<file path="config.mk">
export PLATFORM = sky130hd
export DESIGN_NAME = ipc_top
export DESIGN_NICKNAME = d
export VERILOG_FILES = /design/src/rtl/ipc_pkg.sv /design/src/rtl/ipc_prio_enc.sv /design/src/rtl/ipc_datapath.sv /design/src/rtl/ipc_control.sv /design/src/rtl/ipc_top.sv
export SDC_FILE = /design/constraint.sdc
export NUM_CORES = 2
export LEC_CHECK = 0
export BUFFER_PORTS_ARGS = -buffer_cell sky130_fd_sc_hd__buf_2
export CORE_UTILIZATION = 45
export DETAILED_ROUTE_END_ITERATION = 6
export MAX_ROUTING_LAYER = met4
export SYNTH_ARGS = -nofsm -noshare
export SYNTH_HDL_FRONTEND = slang
export SYNTH_SLANG_ARGS = --single-unit
</file>
<file path="constraint.sdc">
create_clock -name clk -period 5.88 [get_ports clk]
set_clock_uncertainty 0.1 [all_clocks]
set_input_delay 0.588 -clock clk [delete_from_list [all_inputs] [get_ports clk]]
set_output_delay 0.588 -clock clk [all_outputs]
set_load 0.005 [all_outputs]
</file>
<file path="src/rtl/ipc_pkg.sv">
package ipc_pkg;
  localparam int VEC_W   = 8;
  localparam int CLASS_W = 4;
  localparam int LOW_W   = VEC_W - CLASS_W;
  localparam int NUM_VEC = 1 << VEC_W;
  localparam int SPUR_W  = VEC_W + 2;

  typedef logic [VEC_W-1:0] vec_t;

  // strobes from control to datapath
  typedef struct packed {
    logic              trigSet;
    vec_t              trigVec;
    logic              trigLevel;
    logic              ackMove;
    logic              eoiClear;
    logic              tprLoad;
    vec_t              tprVal;
    logic              spurLoad;
    logic [SPUR_W-1:0] spurVal;
  } strobe_t;
endpackage

</file>
<file path="src/rtl/ipc_prio_enc.sv">
module ipc_prio_enc #(
  parameter int W  = 256,
  parameter int IW = $clog2(W)
) (
  input  logic [W-1:0]  bits,
  output logic          found,
  output logic [IW-1:0] idx
);
  always_comb begin
    found = 1'b0;
    idx   = '0;
    for (int i = 0; i < W; i++) begin
      if (bits[i]) begin
        found = 1'b1;
        idx   = i[IW-1:0];
      end
    end
  end
endmodule

</file>
<file path="src/rtl/ipc_datapath.sv">
module ipc_datapath
  import ipc_pkg::*;
(
  input  logic              clk,
  input  logic              rstN,
  input  strobe_t           stb,
  output logic              irrAny,
  output vec_t              topIrr,
  output logic              isrAny,
  output vec_t              topIsr,
  output logic              tmrTopIsr,
  output logic              irrAtTrig,
  output vec_t              tpr,
  output vec_t              ppr,
  output vec_t              apr,
  output logic [SPUR_W-1:0] spur
);
  logic [NUM_VEC-1:0] irr, isr, tmr;
  logic [NUM_VEC-1:0] trigMask, ackMask, eoiMask, tmrNext;
  logic [CLASS_W-1:0] tprC, isrC, irrC, andC;

  ipc_prio_enc #(.W(NUM_VEC), .IW(VEC_W)) uIrrEnc (.bits(irr), .found(irrAny), .idx(topIrr));
  ipc_prio_enc #(.W(NUM_VEC), .IW(VEC_W)) uIsrEnc (.bits(isr), .found(isrAny), .idx(topIsr));

  localparam logic [NUM_VEC-1:0] ONE = {{(NUM_VEC-1){1'b0}}, 1'b1};

  assign trigMask  = stb.trigSet  ? (ONE << stb.trigVec) : '0;
  assign ackMask   = stb.ackMove  ? (ONE << topIrr)      : '0;
  assign eoiMask   = stb.eoiClear ? (ONE << topIsr)      : '0;
  assign irrAtTrig = irr[stb.trigVec];
  assign tmrTopIsr = tmr[topIsr];

  always_comb begin
    tmrNext = tmr & ~eoiMask;
    if (stb.trigSet) tmrNext[stb.trigVec] = stb.trigLevel;
  end

  always_ff @(posedge clk) begin
    if (!rstN) begin
      irr  <= '0;
      isr  <= '0;
      tmr  <= '0;
      tpr  <= '0;
      spur <= {2'b00, {VEC_W{1'b1}}};
    end else begin
      irr <= (irr & ~ackMask) | trigMask;
      isr <= (isr & ~eoiMask) | ackMask;
      tmr <= tmrNext;
      if (stb.tprLoad)  tpr  <= stb.tprVal;
      if (stb.spurLoad) spur <= {stb.spurVal[SPUR_W-1:LOW_W], {LOW_W{1'b1}}};
    end
  end

  assign tprC = tpr[VEC_W-1 -: CLASS_W];
  assign isrC = isrAny ? topIsr[VEC_W-1 -: CLASS_W] : '0;
  assign irrC = irrAny ? topIrr[VEC_W-1 -: CLASS_W] : '0;
  assign andC = tprC & isrC;

  always_comb begin
    if (!isrAny || tprC >= isrC) ppr = tpr;
    else                         ppr = {isrC, {LOW_W{1'b0}}};
    if (tprC >= irrC && tprC > isrC) apr = tpr;
    else if (andC > irrC)            apr = {andC, {LOW_W{1'b0}}};
    else                             apr = {irrC, {LOW_W{1'b0}}};
  end
endmodule

</file>
<file path="src/rtl/ipc_control.sv">
module ipc_control
  import ipc_pkg::*;
#(
  parameter int FIRST_VEC = 16
) (
  input  logic              clk,
  input  logic              rstN,
  input  logic              trigValid,
  input  vec_t              trigVector,
  input  logic              trigLevel,
  input  logic              trigExtInt,
  input  logic              ackStrobe,
  input  logic              eoiStrobe,
  input  logic              tprWrite,
  input  vec_t              tprData,
  input  logic              spurWrite,
  input  logic [SPUR_W-1:0] spurData,
  input  logic              irrAny,
  input  vec_t              topIrr,
  input  logic              isrAny,
  input  vec_t              topIsr,
  input  logic              tmrTopIsr,
  input  logic              irrAtTrig,
  input  vec_t              tpr,
  input  vec_t              ppr,
  input  logic [SPUR_W-1:0] spur,
  output strobe_t           stb,
  output logic              intr,
  output logic              ackValid,
  output vec_t              ackVector,
  output logic              eoiBcastValid,
  output vec_t              eoiBcastVector,
  output logic              errIllegalVec
);
  logic trigLegal, trigAccept, ackServe, eoiDo, tprLower, eligible, evalPend;
  vec_t irrClassVec;

  assign trigLegal   = trigVector >= vec_t'(FIRST_VEC);
  assign trigAccept  = trigValid && trigLegal && (!irrAtTrig || trigExtInt);
  assign irrClassVec = {topIrr[VEC_W-1 -: CLASS_W], {LOW_W{1'b0}}};
  assign ackServe    = ackStrobe && irrAny && (irrClassVec > ppr);
  assign eoiDo       = eoiStrobe && isrAny && (topIsr != spur[VEC_W-1:0]);
  assign tprLower    = tprWrite && (tprData < tpr);
  assign eligible    = irrAny && (!isrAny || topIrr > topIsr) &&
                       (topIrr[VEC_W-1 -: CLASS_W] > tpr[VEC_W-1 -: CLASS_W]);

  always_comb begin
    stb.trigSet   = trigAccept;
    stb.trigVec   = trigVector;
    stb.trigLevel = trigLevel;
    stb.ackMove   = ackServe;
    stb.eoiClear  = eoiDo;
    stb.tprLoad   = tprWrite;
    stb.tprVal    = tprData;
    stb.spurLoad  = spurWrite;
    stb.spurVal   = spurData;
  end

  always_ff @(posedge clk) begin
    if (!rstN) begin
      intr           <= 1'b0;
      evalPend       <= 1'b0;
      ackValid       <= 1'b0;
      ackVector      <= '0;
      eoiBcastValid  <= 1'b0;
      eoiBcastVector <= '0;
      errIllegalVec  <= 1'b0;
    end else begin
      intr           <= ackStrobe ? 1'b0 : (intr || (evalPend && eligible));
      evalPend       <= trigAccept || ackServe || eoiDo || tprLower;
      ackValid       <= ackStrobe;
      if (ackStrobe) ackVector <= ackServe ? topIrr : spur[VEC_W-1:0];
      eoiBcastValid  <= eoiDo && tmrTopIsr;
      if (eoiDo) eoiBcastVector <= topIsr;
      errIllegalVec  <= errIllegalVec || (trigValid && !trigLegal);
    end
  end
endmodule

</file>
<file path="src/rtl/ipc_top.sv">
module ipc_top
  import ipc_pkg::*;
#(
  parameter int FIRST_VEC = 16
) (
  input  logic              clk,
  input  logic              rstN,
  input  logic              trigValid,
  input  logic [VEC_W-1:0]  trigVector,
  input  logic              trigLevel,
  input  logic              trigExtInt,
  input  logic              ackStrobe,
  input  logic              eoiStrobe,
  input  logic              tprWrite,
  input  logic [VEC_W-1:0]  tprData,
  input  logic              spurWrite,
  input  logic [SPUR_W-1:0] spurData,
  output logic              intr,
  output logic              ackValid,
  output logic [VEC_W-1:0]  ackVector,
  output logic              eoiBcastValid,
  output logic [VEC_W-1:0]  eoiBcastVector,
  output logic [VEC_W-1:0]  procPriority,
  output logic [VEC_W-1:0]  arbPriority,
  output logic [SPUR_W-1:0] spurReg,
  output logic              errIllegalVec
);
  strobe_t stb;
  logic irrAny, isrAny, tmrTopIsr, irrAtTrig;
  vec_t topIrr, topIsr, tpr;

  ipc_datapath uDp (
    .clk(clk), .rstN(rstN), .stb(stb),
    .irrAny(irrAny), .topIrr(topIrr), .isrAny(isrAny), .topIsr(topIsr),
    .tmrTopIsr(tmrTopIsr), .irrAtTrig(irrAtTrig), .tpr(tpr),
    .ppr(procPriority), .apr(arbPriority), .spur(spurReg)
  );

  ipc_control #(.FIRST_VEC(FIRST_VEC)) uCtl (
    .clk(clk), .rstN(rstN),
    .trigValid(trigValid), .trigVector(trigVector), .trigLevel(trigLevel),
    .trigExtInt(trigExtInt), .ackStrobe(ackStrobe), .eoiStrobe(eoiStrobe),
    .tprWrite(tprWrite), .tprData(tprData), .spurWrite(spurWrite), .spurData(spurData),
    .irrAny(irrAny), .topIrr(topIrr), .isrAny(isrAny), .topIsr(topIsr),
    .tmrTopIsr(tmrTopIsr), .irrAtTrig(irrAtTrig), .tpr(tpr), .ppr(procPriority),
    .spur(spurReg), .stb(stb), .intr(intr), .ackValid(ackValid), .ackVector(ackVector),
    .eoiBcastValid(eoiBcastValid), .eoiBcastVector(eoiBcastVector),
    .errIllegalVec(errIllegalVec)
  );
endmodule

</file>
Yosys cells after proc, flatten, opt, wreduce, memory -nomap -nowiden
Cells that the tools add are included.
{"block": "classes", "magnitude_cmp": 12, "eq_ne": 1, "shifts": 3, "mux": 1039, "bitwise": 9, "reduce_logical": 26}
{"operator": "two-way mux 8 bit", "n": 512}
{"operator": "two-way mux 256 bit", "n": 4}
{"operator": "bitwise AND 256 bit", "n": 3}
{"operator": "left shift 1 x 8 -> 256 bit, first input constant", "n": 3}
{"operator": "two-way mux 1 bit", "n": 517}
{"operator": "inverter 256 bit", "n": 2}
{"operator": "bitwise OR 256 bit", "n": 2}
{"operator": "bitwise mux 256 bit", "n": 1}
{"operator": "< comparator 8 x 9 -> 1 bit, second input constant", "n": 2}
{"operator": "binary-select mux 1 bit (select 8 bit)", "n": 2}
{"operator": "> comparator 8 bit", "n": 2}
{"operator": "logical AND 1 bit", "n": 14}
{"operator": "> comparator 4 bit", "n": 3}
{"operator": "demux 1 bit (select 8 bit)", "n": 1}
{"operator": ">= comparator 4 bit", "n": 2}
{"operator": ">= comparator 8 x 1 -> 1 bit, second input constant", "n": 1}
{"operator": ">= comparator 8 x 5 -> 1 bit, second input constant", "n": 1}
{"operator": "logical OR 1 bit", "n": 8}
{"operator": "< comparator 8 bit", "n": 1}
{"operator": "two-way mux 4 bit", "n": 2}
{"operator": "inequality test 8 bit", "n": 1}
{"operator": "bitwise AND 4 bit", "n": 1}
{"operator": "logical NOT 1 bit", "n": 3}
{"operator": "OR reduction 2 bit", "n": 1}
{"operator": "inverter 1 bit", "n": 1}
{"block": "word_totals", "reg_bits": 803, "output_inout_bits": 46, "word_cells": 1102}

Logic depth before layout (Yosys ltp)
{"block": "logic_depth", "ltp_word": 266, "ltp_mapped": 29, "ltp_nobuf": 25}

Modules after synthesis
Synthesis repeated with hierarchy kept, for this count alone.
{"block": "unflattened", "hier_cells": 5549, "hier_area_um2": 45202.1}
{"module": "ipc_datapath", "instances": 1, "cells_each": 4142, "area_each_um2": 36764.0, "seq_area_each_um2": 15655.0}
{"module": "ipc_prio_enc", "instances": 2, "cells_each": 601, "area_each_um2": 3344.5, "seq_area_each_um2": 0.0}
{"module": "ipc_control", "instances": 1, "cells_each": 205, "area_each_um2": 1749.2, "seq_area_each_um2": 420.4}

Worst setup path after synthesis
No wires, ideal clock.
{"block": "synth_timing", "path_type": "flip-flop to flip-flop", "start": "reg uDp.isr[167]", "end": "reg uDp.irr[88]", "setup_time_ps": 132, "arrival_time_ps": 5603, "t_required_ps": 5648, "path_slack_ps": 45, "stages_incl_launch_ff": 27, "n_path_buf": 2, "synth_period_minus_slack_ps": 5835, "path_cell_list": "dfxtp_1 > nor4_1 > nand4_1 > nor4_1 > a221oi_1 > or2_2 > nor2_1 > clkbuf_1 > ha_1 > nor2b_1 > o21ai_0 > nand2b_1 > a21oi_1 > nand3_4 > nor2_1 > a21oi_1 > ha_1 > a21o_1 > a21oi_1 > nor2b_1 > o2111ai_4 > or3_4 > nand2b_4 > buf_6 > or3_1 > nand2_1 > a21oi_1"}
{"block": "synth_via", "elab_chain_len": 99, "word_cells_on_any_way": 189, "classes_between": "order compare: 2; mux: 181; bitwise: 3; reduce/logical: 3"}
{"element": "from (decl)", "line": "ipc_datapath.sv:18", "text": "logic [NUM_VEC-1:0] irr, isr, tmr;"}
{"element": "from (signal assigned)", "line": "ipc_datapath.sv:47", "text": "isr <= (isr & ~eoiMask) | ackMask;"}
{"element": "two-way mux 8 bit / two-way mux 1 bit (equally long branches) (89 in series)", "line": "ipc_prio_enc.sv:13", "text": "if (bits[i]) begin"}
{"element": "two-way mux 4 bit", "line": "ipc_datapath.sv:55", "text": "assign isrC = isrAny ? topIsr[VEC_W-1 -: CLASS_W] : '0;"}
{"element": ">= comparator 4 bit", "line": "ipc_datapath.sv:60", "text": "if (!isrAny || tprC >= isrC) ppr = tpr;"}
{"element": "logical OR 1 bit", "line": "ipc_datapath.sv:60"}
{"element": "two-way mux 8 bit *", "line": "ipc_datapath.sv:60"}
{"element": "> comparator 8 bit *", "line": "ipc_control.sv:41", "text": "assign ackServe = ackStrobe && irrAny && (irrClassVec > ppr);"}
{"element": "logical AND 1 bit *", "line": "ipc_control.sv:41"}
{"element": "two-way mux 256 bit *", "line": "ipc_datapath.sv:28", "text": "assign ackMask = stb.ackMove ? (ONE << topIrr) : '0;"}
{"element": "inverter 256 bit *", "line": "ipc_datapath.sv:46", "text": "irr <= (irr & ~ackMask) | trigMask;"}
{"element": "bitwise AND 256 bit *", "line": "ipc_datapath.sv:46"}
{"element": "bitwise OR 256 bit *", "line": "ipc_datapath.sv:46"}
{"element": "to (signal assigned)", "line": "ipc_datapath.sv:46"}
{"element": "to (decl)", "line": "ipc_datapath.sv:18"}
Every way passes the cells marked *; elsewhere a longest branch is shown, timed or not.
A chain may end at the register's enable or synchronous reset.

Worst setup path after layout
{"block": "layout_timing", "start": "reg uDp.isr[129]", "end": "reg uCtl.eoiBcastValid"}
{"block": "layout_via", "elab_chain_len": 130, "word_cells_on_any_way": 260, "classes_between": "eq/ne: 1; mux: 256; reduce/logical: 3"}
{"element": "two-way mux 8 bit / two-way mux 1 bit (equally long branches) (127 in series)", "line": "ipc_prio_enc.sv:13"}
{"element": "binary-select mux 1 bit (select 8 bit) (tied with other cells)", "line": "ipc_datapath.sv:31", "text": "assign tmrTopIsr = tmr[topIsr];"}
{"element": "two-way mux 1 bit (implied by the code) / logical AND 1 bit (equally long branches)", "line": "ipc_datapath.sv:31, ipc_control.sv:42"}
{"element": "logical AND 1 bit *", "line": "ipc_control.sv:73", "text": "eoiBcastValid <= eoiDo && tmrTopIsr;"}
{"element": "to (signal assigned)", "line": "ipc_control.sv:73"}
{"element": "to (decl)", "line": "ipc_control.sv:31", "text": "output logic eoiBcastValid,"}
Every way passes the cells marked *; elsewhere a longest branch is shown, timed or not. The select of a mux whose other input is x is not followed.

==> results <==
- The count of final setup violators is 36.
- The share of the Yosys chip area taken by registers is 0.367.
- The signal arrival time at the worst endpoint is 6.52 ns.
- The detail route stage leaves a number of antenna-violating nets equal to 0.
- For this block, the via count after detailed routing is 55400.
- The power density of the placed cells is 261 mW/mm².
- Of the available clock period, the critical path in the final layout requires 1.03.
- Entering global routing, the biggest net connects ~190 pins.
- The number of I/O port buffers is a little over 70.
- Once layout is complete, the cells apart from fillers number 8043.
- For this configuration, the core starts out at a cell density of 0.454.
- The worst-case clock buffer depth is 3.
- The area overhead of the layout relative to synthesis is 32.1%.
- The mean area per synthesized cell is 7.56 µm².
- The dominant register cell in the synthesized netlist is dfxtp_1.
- The clock buffer count from CTS is 93.
- For the worst setup path, the data required time is ~6.3 ns.
- Fill cells in the final layout number between 8000 and 9000.
- The Yosys step of the flow raised 0 warnings.
- The chip height is 314 µm.
- Headroom to the max-slew limit came out at 0.0954.
- TritonCTS built the clock tree.
- The peak supply drop is 0.282 mV.
- The most common library cell in the layout ignoring fill and taps is buf_4.
- The total core area is ~0.097 mm².
- The worst register-to-register path has a depth of 18.
- Across all hold checks on the routed design, the worst slack comes to 0.0156 ns.
- Measured on the finished design, the core utilization comes to 0.600.
- The detailed-routing iteration count for the pre-antenna-repair pass is 7.
- The site row count is 114.
- The most critical setup path has its endpoint at uCtl.eoiBcastValid.
- The final reports fail on design-rule violations, negative setup slack.
- In this run the static leakage power is 22.7 nW.
- After detailed placement, the design holds a cell count of 7797.
- The max-cap check violation count is 0.
- From left edge to right edge, the die measures 314 µm.
- After synthesis the netlist holds a flip-flop and latch count of 803.
- Of all cell types, the one taking the most synthesized area is dfxtp_1.
- In the routed layout, each cell is associated on average with a via count of a little under 7.
- The final estimated routing congestion in global placement is 1.16.
- By area the synthesized netlist is led by dfxtp_1 37%, a21oi_1 7.9%, nand2_1 7.0%.
- The detailed placer's ending HPWL is 209000 µm.
- The final net count is roughly 6700.
- The share of flip-flops with an asynchronous set or reset after synthesis is 0.
- The synthesized design contains 0 enable-type register cells.
- The boundary pin count is 81.
- The violation count after the first detailed-route iteration is 10100.
- The endpoint identified for the worst register-to-register timing path is uCtl.eoiBcastValid.
- Of the cells placed in the final design, the portion with a size suffix greater than 1 is 0.249.
- In the global route stage, overall resource usage came out at 0.560.
- The clock slew seen by the registers of the worst setup and hold paths is 0.07 ns.
- In the layout the commonest cells are 949 x buf_4, 802 x dfxtp_1, 771 x nand2_1, 659 x a21oi_1, 591 x nor2_1.
- The transition at the pin with the smallest max-transition slack is 1.35 ns.
- The time the final worst path needs with I/O delays and setup is 6.08 ns.
- The number of hold-slack violations in the final timing report was 0.
- In this run the worst path has a maximum fanout of 8.
- OpenSTA, run right after detailed placement, puts the worst setup slack at -0.678 ns.
- The fmax is 0.165 GHz.
- The run finished, with violations left.
- The die covers 0.0987 mm².
- Synthesis instantiated 97 different standard cells from the library.
- The number of max-slew violations in the final report is 0.
- The later pin in the worst-skew pair is clocked with a latency of ~0.73 ns.
- The most critical setup path has its startpoint at uDp.isr[129].
- The initial antenna violation count is 32.
- The remaining routing DRC violations is 9.
- The worst flop-to-flop path startpoint is uDp.isr[129].
- Setup repair after global routing could not meet its margin everywhere.
- The clock sink total is between 800 and 900.
- The worst hold path class is in2reg.
- The count of mapped cells out of synthesis is 5800.
- The nature of the critical path startpoint is a flip-flop.
- The worst setup path is captured at a flip-flop.
- The first global-routing pass estimated 376000 µm of wire.
- The type of the worst setup path is reg2reg.
- The cell area after synthesis is 0.0439 mm².
- The remaining global-route overflow is 0.
- The worst register-to-register path has a setup slack of -0.20 ns.
- The H-tree generated during clock tree synthesis spans 3 levels.
- Of the post-synthesis cell area, the dominant cell type holds 0.367.
- The routed design has 280000 µm of wire.
- The via count of the first global-routing pass was 49200.
- After layout, the worst setup slack is -0.198 ns.
- The root buffer cell chosen for the clock tree is clkbuf_16.
- The wire length per cell after detailed routing is 34.8 µm.
how the worst min path moves through the flow:
stage / start / endpoint / slack (ns) / cells after the start
after floorplan: uDp.tmr[15] / uDp.tmr[15] / 0.31 / 2
after global placement: uDp.tmr[6] / uDp.tmr[6] / 0.32 / 2
after detailed placement: uDp.tmr[14] / uDp.tmr[14] / 0.32 / 2
after CTS: spurData[4] / uDp.spur[4] / 0.004 / 3
after global routing: spurData[4] / uDp.spur[4] / 0.03 / 3
final: spurData[4] / uDp.spur[4] / 0.02 / 3
per-stage QoR:
stage                     total power, mW  cell area (µm²)  TNS (ns)
final                                15.1            57900     -1.43
after global placement               8.34            53200    -85.43
after global routing                 15.2            57900    -12.60
after CTS                            14.7            56800  -0.00727
after detailed placement             8.35            53200   -194.04
after floorplan                      6.65            43900         0
critical path: stages (launching register included):
cell and delay (ns):
dfxtp_1 0.32, or4_1 0.56, buf_4 0.22, a211oi_1 1.05
o2111ai_1 0.36, a21oi_1 0.51, nor3_1 0.10, buf_4 0.17
a21oi_1 0.37, or2_2 0.29, inv_2 0.23, nor2_1 0.17
buf_4 0.23, nand2_1 0.08, o22ai_1 0.14, nor3_1 0.11
nand3_1 0.10, nand3_1 0.21, a2111oi_4 0.57
cell usage after synthesis, types with 9 or more instances:
cell type and count:
ha_1 39, a21o_1 11, nand2_1 813, and2_1 31, o22ai_1 10, clkbuf_1 292
mux4_2 79, o21a_1 53, o211a_1 13, o21ai_0 442, buf_4 11, o31ai_1 50
o211ai_1 125, or2_2 11, nand3_1 375, inv_1 126, buf_2 56, a32oi_1 43
nand4_1 41, a2111oi_0 21, mux2i_1 109, nor4_1 159, a22o_1 12, a22oi_1 38
nor3_1 132, mux2_2 14, o221ai_1 24, a211oi_1 34, a21oi_1 696, o2111ai_1 18
nand3b_1 17, a31oi_1 76, or4_1 43, a21boi_0 23, dfxtp_1 803, or3_1 23
o21bai_1 18, and3_1 34, nor2_1 633, a31o_2 12, nor2b_1 38, buf_1 17
nand2b_1 41, a221oi_1 10, o311ai_0 9
layout make-up:
type / instances / area, µm² / area share
diodes: 45 / 113 / 0.00194
multi-input cells: 4486 / 27000 / 0.465
clock inverters: 53 / 738 / 0.0127
well taps: 1276 / 1600 / 0.0276
clock buffers: 120 / 2610 / 0.0450
flip-flops and latches: 803 / 16100 / 0.277
repair buffers: 1124 / 9330 / 0.161
inverters: 136 / 523 / 0.00903
repair_timing:
| item | CTS | global route |
|---|---|---|
| hold endpoints to repair | 3 | 0 |
| resized for setup | 37 | 248 |
| setup buffers | 5 | 21 |
| cloned | 0 | 1 |
| endpoints found under the setup margin | 519 | 513 |
| hold buffers | 3 | 0 |
| pin swaps | 14 | 66 |
metal layers:
metal  GRT usage  wire (µm)  up-vias
met4       0.426      26700        0
met5           -          0        -
met3       0.220      43700     1244
met2       0.740     108000     4885
met1       0.676     101000    26300
li1            -          -    23000
power breakdown:
part	switching [mW]	internal [mW]
Combinational	2.30	0.818
Sequential	0.0282	5.47
Clock	2.70	3.82
Total	5.03	10.1
kinds of logic (layout without fill, tap and decap cells):
kind of cell,Yosys count,in the layout,share of synthesized area
compound gates,1793,1793,0.247
buf+inv,514,1433,0.0469
other cells,1,49,0.0000855
xor+xnor,4,4,0.000799
simple gates,2444,2444,0.258
flops,803,803,0.367
fa+ha+maj,39,39,0.0111
mux,202,202,0.0690
flip-flops by register name, summed over array words and instances, names as in the netlist:
register and flops:
uCtl.eoiBcastVector 8, uCtl.ackValid 1, uDp.isr 256, uDp.tmr 256, uDp.irr 256, uCtl.intr 1
uCtl.ackVector 8, uDp.spur 6, uCtl.eoiBcastValid 1, uDp.tpr 8, uCtl.evalPend 1, uCtl.errIllegalVec 1
Note: power is estimated with default switching activity, not from simulation.
